===== src/rtl/vga_scan_pkg.sv =====
package vga_scan_pkg;

  typedef struct packed {
    logic [2:0] r;
    logic [2:0] g;
    logic [1:0] b;
  } rgb332_t;

endpackage


===== src/rtl/vga_timing_counter.sv =====
module vga_timing_counter #(
  parameter int H_TOTAL = 800,
  parameter int V_TOTAL = 525,
  parameter int HW      = 10,
  parameter int VW      = 10
) (
  input  logic          clk_i,
  input  logic          rst_ni,
  output logic [HW-1:0] hcount_o,
  output logic [VW-1:0] vcount_o
);

  logic [HW-1:0] h_q;
  logic [VW-1:0] v_q;
  logic          line_end;

  assign line_end = (h_q == HW'(H_TOTAL - 1));

  always_ff @(posedge clk_i or negedge rst_ni) begin
    if (!rst_ni) begin
      h_q <= '0;
      v_q <= '0;
    end else if (line_end) begin
      h_q <= '0;
      v_q <= (v_q == VW'(V_TOTAL - 1)) ? '0 : v_q + 1'b1;
    end else begin
      h_q <= h_q + 1'b1;
    end
  end

  assign hcount_o = h_q;
  assign vcount_o = v_q;

  p_h_range_r1: assert property (@(posedge clk_i) disable iff (!rst_ni)
    h_q < HW'(H_TOTAL));

  p_v_range_r2: assert property (@(posedge clk_i) disable iff (!rst_ni)
    v_q < VW'(V_TOTAL));

  // rows only move on the line wrap
  p_row_hold_r2: assert property (@(posedge clk_i) disable iff (!rst_ni)
    !line_end |=> $stable(v_q));

endmodule


===== src/rtl/vga_setclr_pipe.sv =====
// Set/clear flag decoded from a counter, followed by LAT-1 delay stages.
module vga_setclr_pipe #(
  parameter int W      = 10,
  parameter int SET_AT = 0,
  parameter int CLR_AT = 1,
  parameter int LAT    = 1
) (
  input  logic         clk_i,
  input  logic         rst_ni,
  input  logic [W-1:0] cnt_i,
  output logic         flag_o
);

  logic [LAT-1:0] stg_q;
  logic           nxt;

  always_comb begin
    nxt = stg_q[0];
    if (cnt_i == W'(SET_AT))      nxt = 1'b1;
    else if (cnt_i == W'(CLR_AT)) nxt = 1'b0;
  end

  always_ff @(posedge clk_i or negedge rst_ni) begin
    if (!rst_ni) stg_q <= '0;
    else         stg_q <= LAT'({stg_q, nxt});
  end

  assign flag_o = stg_q[LAT-1];

endmodule


===== src/rtl/vga_pixel_out.sv =====
module vga_pixel_out
  import vga_scan_pkg::*;
(
  input  logic       clk_i,
  input  logic       rst_ni,
  input  logic       vis_i,
  input  logic [7:0] data_i,
  output logic [2:0] red_o,
  output logic [2:0] green_o,
  output logic [1:0] blue_o
);

  rgb332_t pix_q;

  // capture register: fetched byte, or black while blanked
  always_ff @(posedge clk_i or negedge rst_ni) begin
    if (!rst_ni)    pix_q <= '0;
    else if (vis_i) pix_q <= rgb332_t'(data_i);
    else            pix_q <= '0;
  end

  assign red_o   = pix_q.r;
  assign green_o = pix_q.g;
  assign blue_o  = pix_q.b;

  p_field_split_r4: assert property (@(posedge clk_i) disable iff (!rst_ni)
    vis_i |=> (red_o == $past(data_i[7:5]) && green_o == $past(data_i[4:2])
               && blue_o == $past(data_i[1:0])));

endmodule


===== src/rtl/vga_scaled_scanout.sv =====
module vga_scaled_scanout #(
  parameter int H_VIS  = 640,
  parameter int H_FP   = 16,
  parameter int H_SYNC = 96,
  parameter int H_BP   = 48,
  parameter int V_VIS  = 480,
  parameter int V_FP   = 10,
  parameter int V_SYNC = 2,
  parameter int V_BP   = 33,
  parameter int COL_W  = 9,
  parameter int ROW_W  = 8
) (
  input  logic                   clk_i,
  input  logic                   rst_ni,
  output logic [COL_W+ROW_W-1:0] mem_addr_o,
  input  logic [7:0]             mem_data_i,
  output logic                   hsync_o,
  output logic                   vsync_o,
  output logic [2:0]             red_o,
  output logic [2:0]             green_o,
  output logic [1:0]             blue_o
);

  localparam int H_TOTAL = H_VIS + H_FP + H_SYNC + H_BP;
  localparam int V_TOTAL = V_VIS + V_FP + V_SYNC + V_BP;
  localparam int HW      = $clog2(H_TOTAL);
  localparam int VW      = $clog2(V_TOTAL);
  localparam int HS_ON   = H_VIS + H_FP;
  localparam int HS_OFF  = HS_ON + H_SYNC;
  localparam int VS_ON   = V_VIS + V_FP;
  localparam int VS_OFF  = VS_ON + V_SYNC;
  // memory read + capture register
  localparam int PIPE    = 2;

  logic [HW-1:0]    hcount;
  logic [VW-1:0]    vcount;
  logic [COL_W-1:0] col_idx;
  logic [ROW_W-1:0] row_idx;
  logic             h_vis1, v_vis1, hs_act, vs_act;

  vga_timing_counter #(
    .H_TOTAL(H_TOTAL), .V_TOTAL(V_TOTAL), .HW(HW), .VW(VW)
  ) u_cnt (
    .clk_i, .rst_ni, .hcount_o(hcount), .vcount_o(vcount)
  );

  // each source pixel spans two columns and two lines
  assign col_idx    = COL_W'(hcount >> 1);
  assign row_idx    = ROW_W'(vcount >> 1);
  assign mem_addr_o = {row_idx, col_idx};

  // visibility feeds the capture gate: one stage, level with returned data
  vga_setclr_pipe #(.W(HW), .SET_AT(0), .CLR_AT(H_VIS), .LAT(PIPE-1)) u_hvis (
    .clk_i, .rst_ni, .cnt_i(hcount), .flag_o(h_vis1)
  );
  vga_setclr_pipe #(.W(VW), .SET_AT(0), .CLR_AT(V_VIS), .LAT(PIPE-1)) u_vvis (
    .clk_i, .rst_ni, .cnt_i(vcount), .flag_o(v_vis1)
  );

  // sync flags: full pipeline depth so they leave with the colour
  vga_setclr_pipe #(.W(HW), .SET_AT(HS_ON), .CLR_AT(HS_OFF), .LAT(PIPE)) u_hs (
    .clk_i, .rst_ni, .cnt_i(hcount), .flag_o(hs_act)
  );
  vga_setclr_pipe #(.W(VW), .SET_AT(VS_ON), .CLR_AT(VS_OFF), .LAT(PIPE)) u_vs (
    .clk_i, .rst_ni, .cnt_i(vcount), .flag_o(vs_act)
  );

  assign hsync_o = ~hs_act;
  assign vsync_o = ~vs_act;

  vga_pixel_out u_pix (
    .clk_i, .rst_ni,
    .vis_i(h_vis1 & v_vis1),
    .data_i(mem_data_i),
    .red_o, .green_o, .blue_o
  );

  p_hsync_window_r1: assert property (@(posedge clk_i) disable iff (!rst_ni)
    !hsync_o |-> ($past(hcount, 2) >= HW'(HS_ON) && $past(hcount, 2) < HW'(HS_OFF)));

  p_vsync_window_r2: assert property (@(posedge clk_i) disable iff (!rst_ni)
    !vsync_o |-> ($past(vcount, 2) >= VW'(VS_ON) && $past(vcount, 2) < VW'(VS_OFF)));

  p_blank_black_r3: assert property (@(posedge clk_i) disable iff (!rst_ni)
    ($past(hcount, 2) >= HW'(H_VIS) || $past(vcount, 2) >= VW'(V_VIS))
      |-> ({red_o, green_o, blue_o} == 8'h00));

  p_sync_in_blank_r7: assert property (@(posedge clk_i) disable iff (!rst_ni)
    (!hsync_o || !vsync_o) |-> ({red_o, green_o, blue_o} == 8'h00));

endmodule


===== config.mk =====
export PLATFORM = sky130hd
export DESIGN_NAME = vga_scaled_scanout
export DESIGN_NICKNAME = d
export VERILOG_FILES = /design/src/rtl/vga_scan_pkg.sv /design/src/rtl/vga_timing_counter.sv /design/src/rtl/vga_setclr_pipe.sv /design/src/rtl/vga_pixel_out.sv /design/src/rtl/vga_scaled_scanout.sv
export SDC_FILE = /design/constraint.sdc
export NUM_CORES = 1
export LEC_CHECK = 0
export CAP_MARGIN = 20
export CORE_ASPECT_RATIO = 0.8
export CORE_MARGIN = 2
export CORE_UTILIZATION = 25
export DETAILED_ROUTE_END_ITERATION = 10
export GPL_TIMING_DRIVEN = 0
export PLACE_DENSITY_LB_ADDON = 0.1
export SLEW_MARGIN = 10
export SYNTH_ARGS = -nofsm -noshare
export SYNTH_HDL_FRONTEND = slang
export SYNTH_SLANG_ARGS = --single-unit

===== constraint.sdc =====
create_clock -name clk_i -period 4.3 [get_ports clk_i]
set_clock_uncertainty 0.15 [all_clocks]
set_input_delay 1.29 -clock clk_i [delete_from_list [all_inputs] [get_ports clk_i]]
set_output_delay 1.29 -clock clk_i [all_outputs]
set_load 0.01 [all_outputs]

# --- Yosys cells after proc, flatten, opt, wreduce, memory -nomap -nowiden ---
# Index checks and enable logic that the tools add are counted.
totals:
  output_inout_bits: 27
  regBits: 34
  word_cells: 41
  inputBits: 10
classes:
  n_eq_ne: 8
  n_mux: 11
  addsub: 2
  n_bitwise: 3
  reduce_logical: 6
ops:
  columns: ["cell", "count"]
  rows:
  - ["$eq A10 B10 Y1 const B", 5]
  - ["$eq A10 B9 Y1 const B", 3]
  - ["$add A10 B1 Y10 const B", 2]
  - ["$logic_not A10 Y1", 2]
  - ["$mux W10", 2]
  - ["$mux W1", 8]
  - ["$mux W8", 1]
  - ["$reduce_bool A2 Y1", 4]
  - ["$not A1 Y1", 2]
  - ["$and A1 B1 Y1", 1]

# --- Longest topological paths before layout ---
depth:
  ltp_word: 3
  mapped_depth: 6
  ltp_nobuf: 6

# --- Hierarchy ---
# A second synthesis with hierarchy kept.
unflattened:
  hier_cells: 145
  area_unflattened_um2: 1570.3
by_module_without_submodules:
  columns: ["module", "cells_per_inst", "area_per_inst_um2", "seq_area_each_um2", "instances"]
  rows:
  - ["vga_timing_counter", 94, 952.2, 500.5, 1]
  - ["vga_pixel_out", 16, 250.2, 200.2, 1]
  - ["vga_setclr_pipe at u_hs", 8, 100.1, 50.0, 1]
  - ["vga_setclr_pipe at u_vs", 8, 98.8, 50.0, 1]
  - ["vga_setclr_pipe at u_vvis", 9, 81.3, 25.0, 1]
  - ["vga_setclr_pipe at u_hvis", 7, 73.8, 25.0, 1]
  - ["vga_scaled_scanout", 3, 13.8, 0.0, 1]

# --- Worst setup path before layout ---
# No wires, ideal clock.
synth_timing:
  path_type: "register to output"
  start: "register u_cnt.v_q[3] (netlist: u_cnt.vcount_o[3])"
  end: "output mem_addr_o[11]"
  path_buffers: 1
  slack_ns: 2.283
  required_ns: 2.860
  t_arrival_ns: 0.577
  stages_incl_launch_ff: 2
  path_cell_list: "dfrtp_1 -> buf_4"
synth_rtl:
  columns: ["element", "line", "source"]
  rows:
  - ["start: declaration", "vga_timing_counter.sv:14", "logic [VW-1:0] v_q;"]
  - ["start signal: assignment", "vga_timing_counter.sv:25", "v_q <= (v_q == VW'(V_TOTAL - 1)) ? '0 : v_q + 1'b1;"]
  - ["end: declaration", "vga_scaled_scanout.sv:15", "output logic [COL_W+ROW_W-1:0] mem_addr_o,"]
# No word-level cell between the ends.

# --- Final worst setup path ---
layout_timing:
  start: "register u_cnt.v_q[3] (netlist: u_cnt.vcount_o[3])"
  end: "output mem_addr_o[11]"
# No word-level cell between the ends.

==> flow_metrics.env <==
export IMPL_numPortBuffers=36
export IMPL_outcome="complete, no violations"
export IMPL_grt_max_degree=22
export IMPL_ant_nets=0
export IMPL_final_nets=228
export IMPL_die_x_um=96.3
export IMPL_power_per_cell_area_nw_per_um2=262
export IMPL_grt_overflow_total=0
export IMPL_ff2ff_setup_slack_ns=2.14
export IMPL_core_region_area_um2=6510
export IMPL_worstPathMaxFanout=9
export IMPL_syn_to_final_growth_pct=34.0
export IMPL_drive_above_1_share_pct=15.9
export IMPL_synthesis_nets=184
export IMPL_synth_cells=169
export IMPL_synthTopCellsByCount="34 x dfrtp_1, 17 x buf_4, 13 x inv_1"
export IMPL_p_switching_mw=0.129
export IMPL_hold_start="u_vs.stg_q[0]"
export IMPL_synthTopCellsByArea="dfrtp_1 50%, buf_4 7.5%, and3_1 4.0%, ha_1 3.7%, o21ai_0 2.9%"
export IMPL_rows=26
export IMPL_slowest_delay_ns=0.53
export IMPL_num_fill_cells=685
export IMPL_seqCellArea_um2=851
export IMPL_synth_avg_cell_area_um2=10.1
export IMPL_cts_resized=0
export IMPL_hp_class="reg2reg"
export IMPL_criticalPathCategory="reg2out"
export IMPL_drc_errors=0
export IMPL_slowest_stage="clkdlybuf4s50_1"
export IMPL_path_cells="buf_4, clkdlybuf4s50_1"
export IMPL_grt_pass1_wl_um=6420
export IMPL_endpoint_kind="output pin"
export IMPL_rsz0062_at_grt="no"
export IMPL_synthArstFlopShare_pct=100
export IMPL_ys_ff_latch=34
export IMPL_finalMaxSlewViolations=0
export IMPL_worstHoldEndpoint="u_vs.stg_q[1]"
export IMPL_root_buffer="clkbuf_8"
export IMPL_start_kind="flop"
export IMPL_grt_usage_pct=11.2
export IMPL_multi_input_area_um2=654
export IMPL_p_leak_nw=1.03
export IMPL_cts_sinks=34
export IMPL_crit_arrival_ns=1.47
export IMPL_dp_hpwl_um=2650
export IMPL_yosysMostFrequentCell="dfrtp_1"
export IMPL_drt_iter0_drc=56
export IMPL_n_antenna_cell=0
export IMPL_synth_enable_flop_cells=0
export IMPL_p_comb_share_pct=4.9
export IMPL_die_area_um2=7500
export IMPL_cts_setup_buffers=0
export IMPL_drv_cap=0
export IMPL_ff2ff_path_depth=6
export IMPL_gp_congestion=0.704
export IMPL_path_clk_slew_ns=0.07
export IMPL_finalHoldWorstSlack_ns=0.248
export IMPL_io_pins=37
export IMPL_ys_flop_type="dfrtp_1"
export IMPL_wl_um=3720
export IMPL_synth_top_area_cell="dfrtp_1"
export IMPL_clockPowerShare_pct=40.9
export IMPL_initial_core_util_pct=26.2
export IMPL_final_period_utilization_pct=67.7
export IMPL_timing_rr_end="u_cnt.vcount_o[1]"
export IMPL_tightest_slew_ns=0.609
export IMPL_setup_viol_count_final=0
export IMPL_synth_area_um2=1700
export IMPL_cts_buffers=5
export IMPL_grt_pass1_vias=1250
export IMPL_hold_viol_final=0
export IMPL_clk_path_buf_depth=2
export IMPL_seqPwrFrac_pct=54.2
export IMPL_ir_worst_vdd_mv=0.0836
export IMPL_period_needed_ns=2.91
export IMPL_tritoncts="yes"
export IMPL_relSlewSlack_pct=59.3
export IMPL_rr_startpoint="u_cnt.vcount_o[1]"
export IMPL_ys_seq_area_share_pct=49.9
export IMPL_insertion_delay_ns=0.29
export IMPL_synth_cell_type_count=38
export IMPL_htree_levels=2
export IMPL_swShare_pct=21.5
export IMPL_vias=1330
export IMPL_die_h_um=77.8
export IMPL_via_per_inst=4.46
export IMPL_synth_top_cell_area_share_pct=49.9
export IMPL_ys_warn_count=0
export IMPL_fin_tns_setup_ns=0
export IMPL_holdPathStages=0
export IMPL_antenna_found_initial=0
export IMPL_crit_required_ns=2.86
export IMPL_first_pass_iters=4
export IMPL_max_freq_mhz=344
export IMPL_avgRoutedWirePerCell_um=12.5
export IMPL_p_int_mw=0.470
export IMPL_cts_hold_buf=0
-- power groups by stage --
stage | clock network, mW | registers [mW] | logic [mW]
final | 0.245 | 0.324 | 0.0294
after global placement | 0 | 0.330 | 0.0278
after floorplan | 0 | 0.333 | 0.00257
after CTS | 0.258 | 0.324 | 0.0304
after global routing | 0.269 | 0.324 | 0.0324
after detailed placement | 0 | 0.330 | 0.0302
-- cells in the final DEF, fill, tap and decap left out, drive strengths merged, types with 6 or more instances in the layout --
master         netlist  layout
inv                 13      13
nand3                7       7
dfrtp               34      34
a21oi                7       7
and3                11      11
nor2                 6       6
o21ai               10      10
clkdlybuf4s50        0      35
clkbuf               2       9
nand2                8       8
buf                 20      22
o31ai                6       6
-- metal layers --
metal / track usage (%) / part of all wire, %
met1: 17.0 / 54
met2: 14.4 / 39
met3: 3.20 / 5.1
met4: 4.65 / 1.2
met5: 0 / 0
-- critical path: cells and delay by family, from the launching register on --
family   cells  cell delay (ns)
buf+inv      2             0.69
flops        1             0.50
-- flip-flops by register name, indices dropped and copies added, names as in the netlist --
register        cells
u_hvis.flag_o       1
u_vvis.flag_o       1
u_cnt.vcount_o     10
u_pix.red_o         3
u_hs.stg_q          2
u_pix.blue_o        2
u_cnt.hcount_o     10
u_pix.green_o       3
u_vs.stg_q          2
-- cell families (layout without fill, tap and decap cells) --
logic type               Yosys count  count (layout)  share of synthesized area, %
XOR/XNOR                           6               6                          3.08
AO/OA/AOI/OAI                     34              34                          12.9
AND/OR/NAND/NOR                   55              55                          18.7
buffers and inverters             35              80                          11.7
flip-flops                        34              34                          49.9
adder cells (fa/ha/maj)            5               5                          3.67
-- worst max path at each step --
stage | from | end
after floorplan | u_cnt.vcount_o[3] | mem_addr_o[11]
after global placement | rst_ni | u_cnt.vcount_o[0]
after detailed placement | u_cnt.vcount_o[3] | mem_addr_o[11]
after CTS | u_cnt.vcount_o[3] | mem_addr_o[11]
after global routing | u_cnt.vcount_o[3] | mem_addr_o[11]
final | u_cnt.vcount_o[3] | mem_addr_o[11]
-- layout make-up --
class                      count  area share (%)
multi-input combinational    100            28.7
clock buffer                   7            3.78
clock inverter                 1           0.219
sequential                    34            37.3
tap                           84            4.60
inverter                      13            2.14
buffer                        22            6.58
timing repair buffer          37            16.8
-- through the flow --
stage                     power [mW]  utilization (%)  worst slack, ns  instances  instance area [µm²]
after floorplan                0.335                -             2.28        169                 1700
after global placement         0.358             33.3            0.893        289                 2170
after detailed placement       0.361             33.7             1.70        290                 2190
after CTS                      0.612             35.1             1.36        298                 2280
after global routing           0.626             35.1             1.31        298                 2280
final                          0.599             35.1             1.39        298                 2280
Note: power is estimated with default switching activity, not from simulation.
